$ cat src/rtl/avpcie_req_pkg.sv
// Shared types and constants for the memory-mapped to PCI Express request bridge.
// Assumes 32-bit addressing in the request header (3-dword header only).
package avpcie_req_pkg;

    localparam int DW_W   = 32;
    localparam int BEAT_W = 2;

    localparam logic [2:0] FMT_3DW_NODATA = 3'b000;
    localparam logic [2:0] FMT_3DW_DATA   = 3'b010;
    localparam logic [4:0] TYPE_MEM       = 5'b00000;
    localparam logic [9:0] LEN_ONE_DW     = 10'd1;

    localparam logic [BEAT_W-1:0] WR_LAST_BEAT = 2'd3;
    localparam logic [BEAT_W-1:0] RD_LAST_BEAT = 2'd2;

    typedef enum logic [1:0] {
        ST_IDLE,
        ST_SEND,
        ST_WAIT_CPL,
        ST_RESP
    } req_state_e;

    typedef struct packed {
        logic              is_wr;
        logic [DW_W-1:0]   addr;
        logic [DW_W-1:0]   wdata;
        logic [3:0]        be;
        logic [7:0]        tag;
    } req_cmd_t;

    // Header dword 0: format, type and a length of one dword
    function automatic logic [DW_W-1:0] hdr_dw0(input logic is_wr);
        logic [DW_W-1:0] d;
        d        = '0;
        d[31:29] = is_wr ? FMT_3DW_DATA : FMT_3DW_NODATA;
        d[28:24] = TYPE_MEM;
        d[9:0]   = LEN_ONE_DW;
        return d;
    endfunction

endpackage

$ cat src/rtl/avpcie_cpl_match.sv
// Completion filter: flags a completion whose tag equals the tag of the read
// that is currently waiting. Assumes completions arrive as one-cycle events.
module avpcie_cpl_match (
    input  logic       armed,
    input  logic       cpl_valid,
    input  logic [7:0] cpl_tag,
    input  logic [7:0] exp_tag,
    output logic       cpl_hit
);

    // Accept only while a read is waiting and only for its own tag
    always_comb begin
        cpl_hit = armed && cpl_valid && (cpl_tag == exp_tag);
    end

endmodule

$ cat src/rtl/avpcie_tlp_fmt.sv
// Request packet formatter: picks the dword for the current beat out of the
// captured command. Assumes the command is stable for the whole packet.
module avpcie_tlp_fmt
    import avpcie_req_pkg::*;
#(
    parameter logic [15:0] REQ_ID = 16'h0100
) (
    input  req_cmd_t           cmd,
    input  logic [BEAT_W-1:0]  beat,
    output logic [DW_W-1:0]    dw,
    output logic               sop,
    output logic               eop
);

    logic [DW_W-1:0]   dw1;
    logic [BEAT_W-1:0] last_idx;

    // Dword 1: requester id, tag, last and first byte enables
    always_comb begin
        dw1[31:16] = REQ_ID;
        dw1[15:8]  = cmd.tag;
        dw1[7:4]   = 4'b0000;
        dw1[3:0]   = cmd.is_wr ? cmd.be : 4'b1111;
    end

    // Beat selection and packet boundary markers
    always_comb begin
        last_idx = cmd.is_wr ? WR_LAST_BEAT : RD_LAST_BEAT;
        case (beat)
            2'd0:    dw = hdr_dw0(cmd.is_wr);
            2'd1:    dw = dw1;
            2'd2:    dw = cmd.addr;
            default: dw = cmd.wdata;
        endcase
        sop = (beat == '0);
        eop = (beat == last_idx);
    end

endmodule

$ cat src/rtl/avpcie_req_ctrl.sv
// Command controller: accepts one command at a time, walks the packet beats,
// waits for the read completion and returns its data. Assumes the master
// holds its command until the wait signal is low.
module avpcie_req_ctrl
    import avpcie_req_pkg::*;
#(
    parameter int ADDR_W = 32,
    parameter int TAG_W  = 8
) (
    input  logic               clk,
    input  logic               rst_n,
    input  logic               av_sel,
    input  logic               av_rd,
    input  logic               av_wr,
    input  logic [ADDR_W-1:0]  av_addr,
    input  logic [DW_W-1:0]    av_wdata,
    input  logic [3:0]         av_be,
    output logic               av_wait,
    output logic [DW_W-1:0]    av_rdata,
    output logic               av_rvalid,
    output logic               tx_valid,
    input  logic               tx_ready,
    input  logic               pkt_last,
    output logic [BEAT_W-1:0]  beat,
    output req_cmd_t           cmd,
    output logic               cpl_armed,
    input  logic               cpl_hit,
    input  logic [DW_W-1:0]    cpl_data
);

    localparam int TAG_FIELD_W = 8;

    req_state_e        state;
    logic [TAG_W-1:0]  tag_ctr;
    logic [DW_W-1:0]   addr_ext;
    logic              accept;

    // Widen or trim the byte address to the 32-bit header field
    generate
        if (ADDR_W < DW_W) begin : g_addr_pad
            assign addr_ext = {{(DW_W-ADDR_W){1'b0}}, av_addr};
        end else begin : g_addr_fit
            assign addr_ext = av_addr[DW_W-1:0];
        end
    endgenerate

    // Acceptance decode: idle, selected and at least one strobe
    always_comb begin
        accept = (state == ST_IDLE) && av_sel && (av_rd || av_wr);
    end

    // Main sequencer: capture, send beats, await completion, respond
    always_ff @(posedge clk) begin
        if (!rst_n) begin
            state     <= ST_IDLE;
            beat      <= '0;
            tag_ctr   <= '0;
            cmd       <= '0;
            av_rdata  <= '0;
            av_rvalid <= 1'b0;
        end else begin
            av_rvalid <= 1'b0;
            case (state)
                ST_IDLE: begin
                    if (accept) begin
                        cmd.is_wr <= av_wr;
                        cmd.addr  <= addr_ext & ~32'h3;
                        cmd.wdata <= av_wdata;
                        cmd.be    <= av_be;
                        cmd.tag   <= av_wr ? '0 : TAG_FIELD_W'(tag_ctr);
                        if (!av_wr) begin
                            tag_ctr <= tag_ctr + 1'b1;
                        end
                        beat  <= '0;
                        state <= ST_SEND;
                    end
                end
                ST_SEND: begin
                    if (tx_ready) begin
                        if (pkt_last) begin
                            state <= cmd.is_wr ? ST_IDLE : ST_WAIT_CPL;
                        end else begin
                            beat <= beat + 1'b1;
                        end
                    end
                end
                ST_WAIT_CPL: begin
                    if (cpl_hit) begin
                        av_rdata  <= cpl_data;
                        av_rvalid <= 1'b1;
                        state     <= ST_RESP;
                    end
                end
                default: begin
                    state <= ST_IDLE;
                end
            endcase
        end
    end

    // Handshake outputs derived from the sequencer state
    always_comb begin
        av_wait   = (state != ST_IDLE);
        tx_valid  = (state == ST_SEND);
        cpl_armed = (state == ST_WAIT_CPL);
    end

    assert_rvalid_pulse_R8: assert property (@(posedge clk) disable iff (!rst_n)
        av_rvalid |=> !av_rvalid);

    assert_rvalid_in_wait_R8: assert property (@(posedge clk) disable iff (!rst_n)
        av_rvalid |-> av_wait);

    assert_tx_needs_busy_R2: assert property (@(posedge clk) disable iff (!rst_n)
        tx_valid |-> av_wait);

    assert_start_needs_select_R1: assert property (@(posedge clk) disable iff (!rst_n)
        (state == ST_SEND && $past(state) == ST_IDLE) |-> $past(av_sel && (av_rd || av_wr)));

    assert_write_precedence_R10: assert property (@(posedge clk) disable iff (!rst_n)
        (state == ST_SEND && $past(state) == ST_IDLE && $past(av_wr)) |-> cmd.is_wr);

endmodule

$ cat src/rtl/avpcie_req_bridge.sv
// Top of the memory-mapped slave to PCI Express request bridge. Ties the
// controller, packet formatter and completion filter together. Assumes one
// command in flight and single-cycle completion events.
module avpcie_req_bridge
    import avpcie_req_pkg::*;
#(
    parameter int          ADDR_W = 32,
    parameter int          TAG_W  = 8,
    parameter logic [15:0] REQ_ID = 16'h0100
) (
    input  logic              clk,
    input  logic              rst_n,
    input  logic              av_sel,
    input  logic              av_rd,
    input  logic              av_wr,
    input  logic [ADDR_W-1:0] av_addr,
    input  logic [31:0]       av_wdata,
    input  logic [3:0]        av_be,
    output logic [31:0]       av_rdata,
    output logic              av_rvalid,
    output logic              av_wait,
    output logic              tx_valid,
    input  logic              tx_ready,
    output logic [31:0]       tx_data,
    output logic              tx_sop,
    output logic              tx_eop,
    input  logic              cpl_valid,
    input  logic [7:0]        cpl_tag,
    input  logic [31:0]       cpl_data
);

    req_cmd_t          cmd;
    logic [BEAT_W-1:0] beat;
    logic              cpl_armed;
    logic              cpl_hit;

    avpcie_req_ctrl #(
        .ADDR_W (ADDR_W),
        .TAG_W  (TAG_W)
    ) u_ctrl (
        .clk       (clk),
        .rst_n     (rst_n),
        .av_sel    (av_sel),
        .av_rd     (av_rd),
        .av_wr     (av_wr),
        .av_addr   (av_addr),
        .av_wdata  (av_wdata),
        .av_be     (av_be),
        .av_wait   (av_wait),
        .av_rdata  (av_rdata),
        .av_rvalid (av_rvalid),
        .tx_valid  (tx_valid),
        .tx_ready  (tx_ready),
        .pkt_last  (tx_eop),
        .beat      (beat),
        .cmd       (cmd),
        .cpl_armed (cpl_armed),
        .cpl_hit   (cpl_hit),
        .cpl_data  (cpl_data)
    );

    avpcie_tlp_fmt #(
        .REQ_ID (REQ_ID)
    ) u_fmt (
        .cmd  (cmd),
        .beat (beat),
        .dw   (tx_data),
        .sop  (tx_sop),
        .eop  (tx_eop)
    );

    avpcie_cpl_match u_match (
        .armed     (cpl_armed),
        .cpl_valid (cpl_valid),
        .cpl_tag   (cpl_tag),
        .exp_tag   (cmd.tag),
        .cpl_hit   (cpl_hit)
    );

    assert_tx_hold_R6: assert property (@(posedge clk) disable iff (!rst_n)
        (tx_valid && !tx_ready) |=> (tx_valid && $stable(tx_data)));

    assert_rvalid_from_tag_R9: assert property (@(posedge clk) disable iff (!rst_n)
        $rose(av_rvalid) |-> $past(cpl_valid && cpl_tag == cmd.tag));

    assert_reset_quiet_R11: assert property (@(posedge clk)
        $past(!rst_n) |-> (!av_wait && !tx_valid && !av_rvalid));

endmodule

$ cat config.mk
export PLATFORM = sky130hd
export DESIGN_NAME = avpcie_req_bridge
export DESIGN_NICKNAME = d
export VERILOG_FILES = /design/src/rtl/avpcie_req_pkg.sv /design/src/rtl/avpcie_cpl_match.sv /design/src/rtl/avpcie_tlp_fmt.sv /design/src/rtl/avpcie_req_ctrl.sv /design/src/rtl/avpcie_req_bridge.sv
export SDC_FILE = /design/constraint.sdc
export NUM_CORES = 1
export LEC_CHECK = 0
export ABC_AREA = 1
export BUFFER_PORTS_ARGS = -buffer_cell sky130_fd_sc_hd__buf_2
export CAP_MARGIN = 20
export CORE_MARGIN = 2
export CORE_UTILIZATION = 55
export CTS_BUF_LIST = sky130_fd_sc_hd__clkbuf_4
export CTS_CLUSTER_SIZE = 14
export DETAILED_ROUTE_END_ITERATION = 10
export PLACE_DENSITY = 0.87
export SLEW_MARGIN = 0
export SYNTH_ARGS = -nofsm -noshare
export SYNTH_HDL_FRONTEND = slang
export SYNTH_HIERARCHICAL = 1
export SYNTH_SLANG_ARGS = --single-unit
$ cat constraint.sdc
create_clock -name clk -period 6.6 [get_ports clk]
set_clock_uncertainty 0.2 [all_clocks]
set_input_delay 0.33 -clock clk [delete_from_list [all_inputs] [get_ports clk]]
set_output_delay 0.33 -clock clk [all_outputs]
set_load 0.02 [all_outputs]
# Yosys cells after proc, flatten, opt, wreduce, memory -nomap -nowiden
# Index checks and enable logic that the tools add are counted.
# W data, S select, Z words.
[totals]
reg_bits = 120
input_bits = 115
out_inout_bits = 69
[op_classes]
addsub = 2
n_eq_ne = 11
n_mux = 16
n_bitwise = 1
n_reduce_logical = 15
[op_table]
columns = ["operator", "count"]
rows = [
  ["$pmux W32 S3", 1],
  ["$mux W2", 9],
  ["$add A8 B1 Y8 const B", 1],
  ["$eq A8 B8 Y1", 1],
  ["$mux W8", 1],
  ["$reduce_and A4 Y1", 2],
  ["$ne A2 B1 Y1 const B", 3],
  ["$pmux W2 S3", 1],
  ["$reduce_and A2 Y1", 3],
  ["$eq A2 B1 Y1 const B", 2],
  ["$eq A2 B2 Y1 const B", 2],
  ["$logic_and A1 B1 Y1", 4],
  ["$logic_not A2 Y1", 2],
  ["$mux W4", 1],
  ["$ne A2 B2 Y1 const B", 2],
  ["$pmux W2 S2", 1],
  ["$reduce_bool A2 Y1", 2],
  ["$reduce_and A3 Y1", 1],
  ["$add A2 B1 Y2 const B", 1],
  ["$eq A2 B2 Y1", 1],
  ["$mux W1", 2],
  ["$logic_or A1 B1 Y1", 1],
  ["$not A1 Y1", 1],
]

# Depth between registers and ports, before layout
# Gate-level depths: netlist of run 1.
[logic_depth]
ltp_word = 5
ltp_mapped = 14
mapped_depth_nobuf = 12

# Cells and area by module
# The synthesis of run 1 kept the hierarchy.
[by_module_without_submodules]
columns = ["module", "n_inst", "cells_each", "area_each_um2", "seq_area_each_um2"]
rows = [
  ["avpcie_req_ctrl", 1, 568, 4377.9, 2402.3],
  ["avpcie_tlp_fmt", 1, 138, 611.8, 0.0],
  ["avpcie_cpl_match", 1, 35, 151.4, 0.0],
]

# Worst setup path before layout of run 1
# OpenSTA, ideal clock, no wires.
[synth_timing]
path_type = "register to register"
from = "register u_ctrl.state[1]"
to = "register u_ctrl.av_rdata[25]"
setup_time_ps = 70
t_arrival_ps = 1923
path_slack_ps = 4406
stages_incl_launch_ff = 14
n_path_buf = 3
period_less_slack_ps = 2194
path_cell_list = "dfxtp_1 > inv_1 > nor2_2 > buf_2 > nand2_1 > inv_1 > nand2_1 > nor2_1 > nand3_1 > nor2_1 > clkbuf_1 > clkbuf_1 > nand3_1 > a21oi_1"
[synth_between]
elab_chain_cells = 4
[synth_rtl]
columns = ["item", "line", "text"]
rows = [
  ["start: declaration", "avpcie_req_ctrl.sv:33", "req_state_e state;"],
  ["start signal: assignment", "avpcie_req_ctrl.sv:81", "state <= cmd.is_wr ? ST_IDLE : ST_WAIT_CPL;"],
  ["$eq A2 B2 Y1", "avpcie_req_ctrl.sv:105", "cpl_armed = (state == ST_WAIT_CPL);"],
  ["named net cpl_armed", "avpcie_req_bridge.sv:34", "logic cpl_armed;"],
  ["$logic_and A1 B1 Y1 (2 in series)", "avpcie_cpl_match.sv:13", "cpl_hit = armed && cpl_valid && (cpl_tag == exp_tag);"],
  ["named net cpl_hit", "avpcie_req_bridge.sv:35", "logic cpl_hit;"],
  ["$reduce_and A2 Y1 (no line)", "--", ""],
  ["end signal: assignment", "avpcie_req_ctrl.sv:89", "av_rdata <= cpl_data;"],
  ["end: declaration", "avpcie_req_ctrl.sv:19", "output logic [DW_W-1:0] av_rdata,"],
]
# The timed path passes the listed nets, and every way through them passes these cells.
# A chain may end at the register's enable or synchronous reset.

# Final worst setup path of run 1
[layout_timing]
from = "register u_ctrl.beat[0]"
to = "output port tx_data[11]"
[layout_between]
elab_chain_cells = 2
[layout_rtl]
columns = ["item", "line", "text"]
rows = [
  ["start: declaration", "avpcie_req_ctrl.sv:24", "output logic [BEAT_W-1:0] beat,"],
  ["start signal: assignment", "avpcie_req_ctrl.sv:83", "beat <= beat + 1'b1;"],
  ["$eq A2 B2 Y1 (tied with other cells)", "avpcie_tlp_fmt.sv:29", "case (beat)"],
  ["$pmux W32 S3 *", "avpcie_tlp_fmt.sv:29", ""],
  ["end: declaration", "avpcie_req_bridge.sv:24", "output logic [31:0] tx_data,"],
]
# Mark *: on every way between the ends. The rest lies on a longest branch, timed or not.

==> summary.txt, run 1 <==
Place
  – DP Worst Slack: between 3 and 4 ns
  – Routability cong.: 0.868
  – Detailed placement HPWL: 8990 um
  – I/O Buffers: between 150 and 200

Clocking
  – CTS H-tree lvls: 4
  – CTS tree: yes
  – # hold bufs at CTS: 100
  – Clock transition at path regs: 0.10 ns
  – # clock sinks: 120
  – Root Buffer: clkbuf_4
  – Setup Fix Bufs, Post-CTS: 0
  – CTS-repair resized insts: 0
  – Deepest clock path buffer count: 2
  – Num CTS Buffers: 17
  – Skew-Pair Late Insertion Delay: 0.49 ns

Timing
  – Fin. Hold Viols: 0
  – Max-slew headroom: 0.325
  – Final WS setup: 3.33 ns
  – Final setup fails: 0
  – RSZ-0062 raised after global routing: false
  – Crit share post-route: 0.495
  – Worst Tran Pin Value: 1.01 ns
  – Final Max Slew Viols: 0
  – Final Critical Period: 3.27 ns
  – Max Freq: 0.306 GHz
  – Fin Hold WS: 0.0576 ns
  – Setup TNS Final: 0 ns

Power
  – Sequential group share of total power: 0.477
  – Clock power frac: 0.324
  – Internal power: 1170 uW
  – Leakage power: around 0.0033 uW
  – Switching power total: roughly 540 uW
  – Tot Pwr: around 1700 uW
  – Net Sw Frac: 0.316
  – VDD IR-drop max: 0.171 mV
  – Logic pwr share: 0.199
  – PwrDens: 236 nW/um^2

Finish
  – Commonest non-fill, non-tap cell in the layout: nand2_1
  – Commonest cells after routing, fill and taps aside: nand2_1 (290), buf_2 (181), dfxtp_1 (120), a21oi_1 (115), dlygate4sd3_1 (100)
  – Fillers: 606
  – Net count, final: 1114
  – Share of cells above drive strength 1: 0.226
  – Syn-to-layout area delta: 41.9%

Floorplan
  – Die X: 101 um
  – Die Height: 101 um
  – I/O pin total: 184
  – Initial Utilization: 0.562
  – CORE AREA: between 9000 and 10000 um^2
  – DIE AREA: 10100 um^2
  – Cell Rows: 35

Routing
  – DRT Pass-1 Iters: 5
  – DR iter-0 viols: 390
  – ANT nets after route: 0
  – Vias per cell: 5.25
  – Drt drc: 0
  – Total wire length: about 17000 um
  – DR vias: 5896
  – Avg WL per Cell: 14.9 um

Yosys
  – Synth Area in Adders: 0.00243
  – Simple-gate area share of the yosys netlist: 0.323
  – Ys Warns: 6
  – Sequential area share after synthesis: 0.467
  – Cells after Synth: 741
  – Library cells used by synthesis: 22
  – Synth Area in XOR/XNOR: 0.00852
  – Flops & latches, synth: between 100 and 150
  – Compound-Gate Fraction of Synth Area: 0.120
  – Largest family of logic cells by synthesized area: simple AND/OR/NAND/NOR gates
  – Synth Cell Area: 5140 um^2
  – Synth Area per Inst: 6.94 um^2
  – Multiplexer share of the synthesized area: 0

Setup path
  – Critical-path cell list: inv_2, nor2_1, nand2_1, nand3_1, buf_2
  – Largest stage delay on the critical path: roughly 0.94 ns
  – Worst setup EP type: output pin
  – CP startpoint kind: flop
  – Worst R2R Path Depth: 13
  – Crit path kind: reg2out
  – Required time of the critical path: between 6 and 7 ns
  – Critical Path Fanout Max: 22
  – WP data arrival: ~2.7 ns
  – CP max stage cell: dfxtp_1

Global route
  – Number of global-route vias before repair: 5708
  – Initial antenna violation count: 0
  – Grt total ovfl: 0
  – Largest net degree at the start of global routing: 80
  – First-pass GRT wire length: 26400 um
  – GR Util All Layers: 0.325

Run
  – Max Cap Viol: 0

Min path
  – Worst Hold Depth: 4
  – Class of the worst hold path: in2reg

Outcome
  – Run status: finished clean
layer usage:
layer / vias to the layer above / share of wire / global-route usage
met3: 50 / 0.084 / 0.0818
met1: 2644 / 0.41 / 0.399
met2: 316 / 0.47 / 0.535
met4: 0 / 0.030 / 0.151
li1: 2886 / - / -
met5: - / 0 / 0
worst paths after layout:
path | slack, ns | to | start
setup / recovery | 3.33 | tx_data[11] | u_ctrl/beat[0]$_SDFFE_PN0P_
hold / removal | 0.06 | u_ctrl/beat[1]$_SDFFE_PN0P_ | tx_ready
setup reg to reg | 3.38 | u_ctrl/av_rdata[28]$_SDFFE_PN0P_ | u_ctrl/state[1]$_SDFFE_PN0P_
hold reg to reg | 0.27 | u_ctrl/av_rdata[8]$_SDFFE_PN0P_ | u_ctrl/av_rdata[8]$_SDFFE_PN0P_
logic make-up after synthesis:
logic type / after synthesis
buffers and inverters: 85
flip-flops: 120
AND/OR/NAND/NOR: 406
AO/OA/AOI/OAI: 123
adder cells (fa/ha/maj): 1
other: 1
XOR/XNOR: 5
flip-flops by register name, indices dropped and copies added (netlist names):
| register | count |
|---|---|
| u_ctrl/tag_ctr | 8 |
| u_ctrl/state | 2 |
| u_ctrl/cmd | 75 |
| u_ctrl/beat | 2 |
| u_ctrl/av_rvalid | 1 |
| u_ctrl/av_rdata | 32 |
critical path, delay by kind of cell (launching register included):
| family | cells | cell delay, ns |
|---|---|---|
| flops | 1 | 0.94 |
| simple gates | 3 | 0.85 |
| buf+inv | 2 | 0.47 |
power groups by stage:
| stage | registers [uW] | logic, uW | clock network [uW] |
|---|---|---|---|
| after global placement | 833 | 278 | 0 |
| after floorplan | 818 | 217 | 0 |
| final | 820 | 342 | 558 |
| after detailed placement | 835 | 282 | 0 |
| after global routing | 826 | 376 | 595 |
| after CTS | 819 | 330 | 563 |
cells in the mapped netlist, drive strengths merged:
cell type | n | area (um^2)
buf | 33 | 206
nand4 | 1 | 6.26
inv | 35 | 131
nor2 | 33 | 151
nand2 | 290 | 1090
a21oi | 115 | 576
dfxtp | 120 | 2400
o21ai | 8 | 40.0
xor2 | 2 | 17.5
xnor2 | 3 | 26.3
nor3 | 1 | 5.00
clkbuf | 17 | 63.8
conb | 1 | 3.75
nand3 | 81 | 410
ha | 1 | 12.5
cell type report:
class | count | area, um^2 | area share
Sequential cell | 120 | 2400 | 0.329
Multi-Input combinational cell | 537 | 2340 | 0.321
Timing Repair Buffer | 287 | 1970 | 0.270
Clock inverter | 15 | 175 | 0.0240
Tap cell | 111 | 139 | 0.0190
Inverter | 35 | 133 | 0.0182
Clock buffer | 17 | 128 | 0.0175
Antenna cell | 1 | 2.50 | 0.000343
metrics by stage:
stage / cell area, um^2 / utilization / cells
3_3_place_gp: 5960 / 0.651 / 989
5_1_grt: 7290 / 0.797 / 1122
2_1_floorplan: 5140 / - / 742
6_report: 7290 / 0.797 / 1123
3_5_place_dp: 5960 / 0.651 / 989
4_1_cts: 7260 / 0.794 / 1121
(Power assumes the default switching activity.)
==> inputs of run 2 (changes only) <==
CORE_UTILIZATION = 51   (was 55)
PLACE_DENSITY = 0.82   (was 0.87)
clock period = 3.2 ns   (was 6.6 ns; I/O delays follow)
==> run 2 against run 1 <==
- via count increased by 0.73%
- sequential power increased by 100%
- critical path type is now reg2reg
- sequential cell count unchanged
- cell area increased by 1.9%
- utilization decreased by 3.7 points
- clock power increased by 100%
- sequential share of layout area decreased by 0.61 points
- cell count increased by 2.8%
- setup slack got worse by 2.9 ns
- global-route usage decreased by 1.9 points
==> summary.txt, run 2 (same netlist as run 1, synthesis figures left out) <==
Timing
  – Worst Tran Pin Value: 0.882 ns (-0.128 ns)
  – RSZ-0062 raised after global routing: false
  – Setup TNS Final: 0 ns (unchanged)
  – Final WS setup: 0.454 ns (-2.88 ns)
  – Final setup fails: 0 (unchanged)
  – Crit share post-route: 0.858
  – Fin. Hold Viols: 0 (unchanged)
  – Final Max Slew Viols: 0 (unchanged)
  – Max-slew headroom: 0.411 (+0.0865)
  – Final Critical Period: approximately 2.7 ns
  – Max Freq: 0.364 GHz

Setup path
  – Buf+Inv Stages, Crit Path: 1 (-1)
  – CP startpoint kind: flop
  – Required time of the critical path: 3.39 ns (-2.68 ns)
  – Largest stage delay on the critical path: 0.70 ns (-0.24 ns)
  – CP max stage cell: nand3_2
  – Reg2reg setup slack: 0.45 ns (-2.93 ns)
  – WP data arrival: 2.94 ns (+0.20 ns)
  – Crit-path most repeated cell: nor2_1
  – Family with the most delay on the worst path: simple AND/OR/NAND/NOR gates
  – Worst setup EP type: flop
  – Critical Path Fanout Max: 40 (+82%)
  – Critical-path cell list: nor2_4, nand3_2, nor2_1, nand3_1, nand2_1, dlygate4sd3_1, nor2_1
  – Crit path kind: reg2reg

Floorplan
  – I/O pin total: 184 (unchanged)
  – DIE AREA: 10900 um^2 (+7.5%)
  – Initial Utilization: 0.526 (-0.0357)
  – CORE AREA: 9770 um^2 (+6.8%)
  – Die X: 104 um (+3.7%)
  – Cell Rows: 36 (+2.9%)
  – Die Height: 104 um (+3.7%)

Finish
  – Multi-input gate area: 2340 um^2 (unchanged)
  – Biggest regs: u_ctrl/cmd (75), u_ctrl/av_rdata (32), u_ctrl/tag_ctr (8)
  – Syn-to-layout area delta: 44.6%
  – Finished Layout Cells: 1154 (+2.8%)
  – Share of cells above drive strength 1: 0.226 (+0.000951)
  – Register area: 2400 um^2 (unchanged)
  – Flip-flop count of the largest register after layout: 75 (unchanged)
  – Commonest cells after routing, fill and taps aside: nand2_1 (290), buf_2 (181), dfxtp_1 (120), a21oi_1 (115), dlygate4sd3_1 (107)
  – Commonest non-fill, non-tap cell in the layout: nand2_1
  – Net count, final: 1123 (+0.81%)
  – Largest reg by FF count: u_ctrl/cmd
  – Fillers: 733 (+21%)

Global route
  – Initial antenna violation count: 1 (+1)
  – Largest net degree at the start of global routing: 77 (-3.8%)
  – M1 GR Usage: 0.360 (-0.0386)
  – Number of global-route vias before repair: 5847 (+2.4%)
  – Gr busiest metal: met2
  – GR Layer Usage met2: 0.519 (-0.0162)
  – First-pass GRT wire length: 27200 um (+3.3%)
  – GR Util All Layers: 0.306 (-0.0190)
  – Met3 Track Usage GR: 0.0959 (+0.0140)
  – Grt total ovfl: 0 (unchanged)

Routing
  – DR vias: 5939 (+0.73%)
  – Avg WL per Cell: 14.4 um (-3.5%)
  – DRT Pass-1 Iters: 6 (+1)
  – DR iter-0 viols: 486 (+25%)
  – Vias per cell: 5.15 (-2.0%)
  – ANT nets after route: 0 (unchanged)
  – Total wire length: 16600 um (-0.84%)
  – Drt drc: 0 (unchanged)

Power
  – Internal power: 2460 uW (+110%)
  – VDD IR-drop max: 0.335 mV (+96%)
  – Sequential group share of total power: 0.467 (-0.010)
  – Clock power frac: 0.319 (-0.005)
  – Leakage power: 0.00332 uW (+1.6%)
  – PwrDens: 482 nW/um^2 (+100%)
  – Net Sw Frac: 0.313 (-0.00395)
  – Switching power total: 1120 uW (+110%)
  – Logic pwr share: 0.214 (+0.015)

Place
  – Detailed placement HPWL: 9150 um (+1.9%)
  – Placed instance count: 1014 (+2.5%)
  – Routability cong.: 0.779 (-10%)
  – DP Worst Slack: 1.03 ns (-2.44 ns)
  – I/O Buffers: 181 (unchanged)

Clocking
  – Clock transition at path regs: 0.11 ns (about the same)
  – Deepest clock path buffer count: 2 (unchanged)
  – Setup Fix Bufs, Post-CTS: 0 (unchanged)
  – CTS H-tree lvls: 4 (unchanged)
  – CTS-repair resized insts: 0 (unchanged)
  – # clock sinks: 120 (unchanged)
  – Root Buffer: clkbuf_4
  – Skew-Pair Late Insertion Delay: 0.48 ns (about the same)
  – Num CTS Buffers: 17 (unchanged)
  – # hold bufs at CTS: 107 (+7.0%)
  – CTS tree: yes

Outcome
  – Run status: finished clean

Min path
  – Class of the worst hold path: in2reg

Run
  – Max Cap Viol: 0 (unchanged)
==> run 2: cell count changes in the layout (fill, tap and decap cells not counted), sizes merged <==
cell         change
clkinv           +4
dlygate4sd3      +7
clkinvlp         -3
clkbuf           +1
inv              -2
buf              +2
==> run 2: final cells by class <==
type                            count  area share
Sequential cell                   120       0.323
Multi-Input combinational cell    537       0.315
Timing Repair Buffer              296       0.279
Clock inverter                     14      0.0236
Tap cell                          133      0.0224
Clock buffer                       18      0.0182
Inverter                           35      0.0178
Antenna cell                        1    0.000337
==> run 2: power by group through the flow <==
stage / Clock, uW / Sequential (uW) / Combinational [uW]
3_5_place_dp: 0 / 1700 / 632
6_report: 1140 / 1670 / 765
3_3_place_gp: 0 / 1700 / 622
4_1_cts: 1170 / 1670 / 740
2_1_floorplan: 0 / 1690 / 447
5_1_grt: 1240 / 1690 / 840
==> run 2: routing by layer <==
| metal | part of all wire | vias to the layer above |
|---|---|---|
| met5 | 0 | - |
| met4 | 0.028 | 0 |
| met3 | 0.085 | 50 |
| met2 | 0.49 | 308 |
| met1 | 0.40 | 2676 |
| li1 | - | 2905 |
==> run 2: final timing paths <==
kind,start,endpoint,cells after the start
max,u_ctrl/state[0]$_SDFFE_PN0P_,u_ctrl/tag_ctr[7]$_SDFFE_PN0P_,7
min,av_sel,u_ctrl/tag_ctr[5]$_SDFFE_PN0P_,4
max reg2reg,u_ctrl/state[0]$_SDFFE_PN0P_,u_ctrl/tag_ctr[7]$_SDFFE_PN0P_,7
min reg2reg,u_ctrl/cmd[36]$_SDFFE_PN0P_,u_ctrl/cmd[36]$_SDFFE_PN0P_,2
==> run 2: worst reg2reg max path, cell delays in order, from the launching register on <==
cell and delay, ns:
dfxtp_1 0.38, nor2_4 0.16, nand3_2 0.70, nor2_1 0.44
nand3_1 0.12, nand2_1 0.08, dlygate4sd3_1 0.55, nor2_1 0.04
==> run 2: metrics by stage <==
stage | cell area (um^2) | hold WS (ns) | power [uW] | util
detailed placement | 6050 | 0.217 | 2330 | 0.619
floorplan | 5140 | 0.103 | 2130 | -
CTS | 7430 | 0.00630 | 3580 | 0.760
global placement | 6050 | 0.211 | 2320 | 0.619
global route | 7430 | 0.0514 | 3760 | 0.760
finish | 7430 | 0.0555 | 3580 | 0.760
==> inputs of run 3 (changes only) <==
MAX_ROUTING_LAYER = met4   (was unset)
==> run 3 against run 2 <==
- register-to-register slack improved by 0.04 ns
- critical path depth unchanged
- setup slack better by 0.037 ns
- highest routed layer unchanged
- cell count unchanged
- die area stayed put
- first-iteration DRC count down 3.1%
- count of clock-buffer cells in the layout unchanged
- cell area is the same
- sequential power about the same
- global-route usage is 0.84 points higher
==> summary.txt, run 3 (same netlist as run 1, synthesis figures left out) <==
Routing
  – Drt drc: 0 (unchanged)
  – DR iter-0 viols: 471 (-3.1%)
  – DR vias: 5957 (+0.30%)
  – Total wire length: 16600 um (about the same)
  – ANT nets after route: 0 (unchanged)
  – DRT Pass-1 Iters: 8 (+2)
  – Vias per cell: 5.16 (+0.30%)
  – Avg WL per Cell: 14.4 um (about the same)

Timing
  – Final WS setup: 0.491 ns (+0.0374 ns)
  – Max Freq: 0.369 GHz (+1.4%)
  – Final Max Slew Viols: 0 (unchanged)
  – Final Critical Period: 2.71 ns (-0.0374 ns)
  – Final setup fails: 0 (unchanged)
  – Crit share post-route: 0.846 (-0.0117)
  – Max-slew headroom: 0.432 (+0.0205)
  – Worst Tran Pin Value: 0.851 ns (-0.0307 ns)
  – Fin. Hold Viols: 0 (unchanged)
  – RSZ-0062 raised after global routing: false
  – Setup TNS Final: 0 ns (unchanged)

Power
  – Logic pwr share: 0.213 (about the same)
  – VDD IR-drop max: 0.340 mV (+1.3%)
  – Leakage power: 0.00332 uW (unchanged)
  – Clock power frac: 0.319 (about the same)
  – Tot Pwr: 3580 uW (about the same)
  – PwrDens: 482 nW/um^2 (about the same)
  – Internal power: 2460 uW (about the same)
  – Net Sw Frac: 0.312 (about the same)
  – Sequential group share of total power: 0.468 (about the same)
  – Switching power total: 1120 uW (-0.14%)

Finish
  – Fillers: 733 (unchanged)
  – Commonest cells after routing, fill and taps aside: nand2_1 (290), buf_2 (181), dfxtp_1 (120), a21oi_1 (115), dlygate4sd3_1 (107)
  – Flip-flop count of the largest register after layout: 75 (unchanged)
  – Share of cells above drive strength 1: 0.226 (unchanged)
  – Largest reg by FF count: u_ctrl/cmd
  – Syn-to-layout area delta: 44.6% (unchanged)
  – Commonest non-fill, non-tap cell in the layout: nand2_1
  – Biggest regs: u_ctrl/cmd (75), u_ctrl/av_rdata (32), u_ctrl/tag_ctr (8)
  – Multi-input gate area: 2340 um^2 (unchanged)
  – Register area: 2400 um^2 (unchanged)
  – Net count, final: 1123 (unchanged)

Place
  – DP Worst Slack: 1.03 ns (unchanged)
  – I/O Buffers: 181 (unchanged)
  – Detailed placement HPWL: 9150 um (unchanged)
  – Routability cong.: 0.789 (+1.4%)

Global route
  – First-pass GRT wire length: 27200 um (-0.28%)
  – Initial antenna violation count: 1 (unchanged)
  – GR Util All Layers: 0.314 (+0.00837)
  – Largest net degree at the start of global routing: 77 (unchanged)
  – Grt total ovfl: 0 (unchanged)
  – Number of global-route vias before repair: 5854 (+0.12%)

Run
  – Max Cap Viol: 0 (unchanged)

Clocking
  – Clock transition at path regs: 0.11 ns (about the same)
  – Deepest clock path buffer count: 2 (unchanged)
  – Skew-Pair Late Insertion Delay: 0.48 ns (about the same)
  – # clock sinks: 120 (unchanged)
  – Root Buffer: clkbuf_4
  – Num CTS Buffers: 17 (unchanged)
  – # hold bufs at CTS: 107 (unchanged)
  – CTS H-tree lvls: 4 (unchanged)
  – Setup Fix Bufs, Post-CTS: 0 (unchanged)
  – CTS-repair resized insts: 0 (unchanged)
  – CTS tree: yes

Floorplan
  – Die Height: 104 um (unchanged)
  – DIE AREA: 10900 um^2 (unchanged)
  – Cell Rows: 36 (unchanged)
  – I/O pin total: 184 (unchanged)
  – Die X: 104 um (unchanged)
  – CORE AREA: 9770 um^2 (unchanged)
  – Initial Utilization: 0.526 (unchanged)

Setup path
  – Critical Path Fanout Max: 40 (unchanged)
  – Reg2reg end: u_ctrl/tag_ctr[7]$_SDFFE_PN0P_
  – Required time of the critical path: 3.39 ns (about the same)
  – RR Startpoint: u_ctrl/state[0]$_SDFFE_PN0P_
  – WP data arrival: 2.90 ns (-0.04 ns)
  – Reg2reg setup slack: 0.49 ns (+0.04 ns)
  – CP startpoint kind: flop
  – Worst setup EP type: flop
  – CP startpoint: u_ctrl/state[0]$_SDFFE_PN0P_
  – Crit path kind: reg2reg
  – Worst R2R Path Depth: 7 (unchanged)
  – End of the critical path: u_ctrl/tag_ctr[7]$_SDFFE_PN0P_

Min path
  – Class of the worst hold path: in2reg

Outcome
  – Run status: finished clean
==> run 3: worst min-delay path by stage <==
stage / startpoint / end / slack [ns] / cells after the start
2_1_floorplan: av_wdata[8] / u_ctrl/cmd[20]$_SDFFE_PN0P_ / 0.10 / 2
3_3_place_gp: av_wdata[26] / u_ctrl/cmd[38]$_SDFFE_PN0P_ / 0.21 / 3
3_5_place_dp: av_wdata[21] / u_ctrl/cmd[33]$_SDFFE_PN0P_ / 0.22 / 3
4_1_cts: av_sel / u_ctrl/cmd[26]$_SDFFE_PN0P_ / 0.006 / 5
5_1_grt: av_sel / u_ctrl/cmd[48]$_SDFFE_PN0P_ / 0.05 / 5
6_report: cpl_tag[7] / u_ctrl/state[0]$_SDFFE_PN0P_ / 0.05 / 8
==> run 3: area by class of cell <==
type	count	area share
Clock inverter	14	0.0236
Inverter	35	0.0178
Sequential cell	120	0.323
Tap cell	133	0.0224
Antenna cell	1	0.000337
Multi-Input combinational cell	537	0.315
Timing Repair Buffer	296	0.279
Clock buffer	18	0.0182
==> run 3: power groups by stage <==
stage | Sequential, uW | Clock (uW) | Combinational [uW]
final | 1670 | 1140 | 764
after global placement | 1700 | 0 | 622
after global routing | 1690 | 1240 | 839
after detailed placement | 1700 | 0 | 632
after CTS | 1670 | 1170 | 740
after floorplan | 1690 | 0 | 447
==> run 3: through the flow <==
stage	instance area, um^2	cells	utilization	hold WS, ns
3_3_place_gp	6050	1014	0.619	0.211
4_1_cts	7430	1153	0.760	0.00630
5_1_grt	7430	1154	0.760	0.0496
3_5_place_dp	6050	1014	0.619	0.217
2_1_floorplan	5140	742	-	0.103
6_report	7430	1154	0.760	0.0541
==> run 3: worst max-delay path, cell delays in order, from the launching register on <==
cell	delay [ns]
dfxtp_1	0.38
nor2_4	0.16
nand3_2	0.67
nor2_1	0.41
nand3_1	0.12
nand2_1	0.08
dlygate4sd3_1	0.55
nor2_1	0.04
==> run 3: layer usage <==
metal	vias to the layer above	part of all wire	GRT usage
li1	2905	-	-
met4	0	0.028	0.118
met1	2700	0.41	0.371
met3	52	0.075	0.0783
met5	-	0	-
met2	300	0.49	0.518
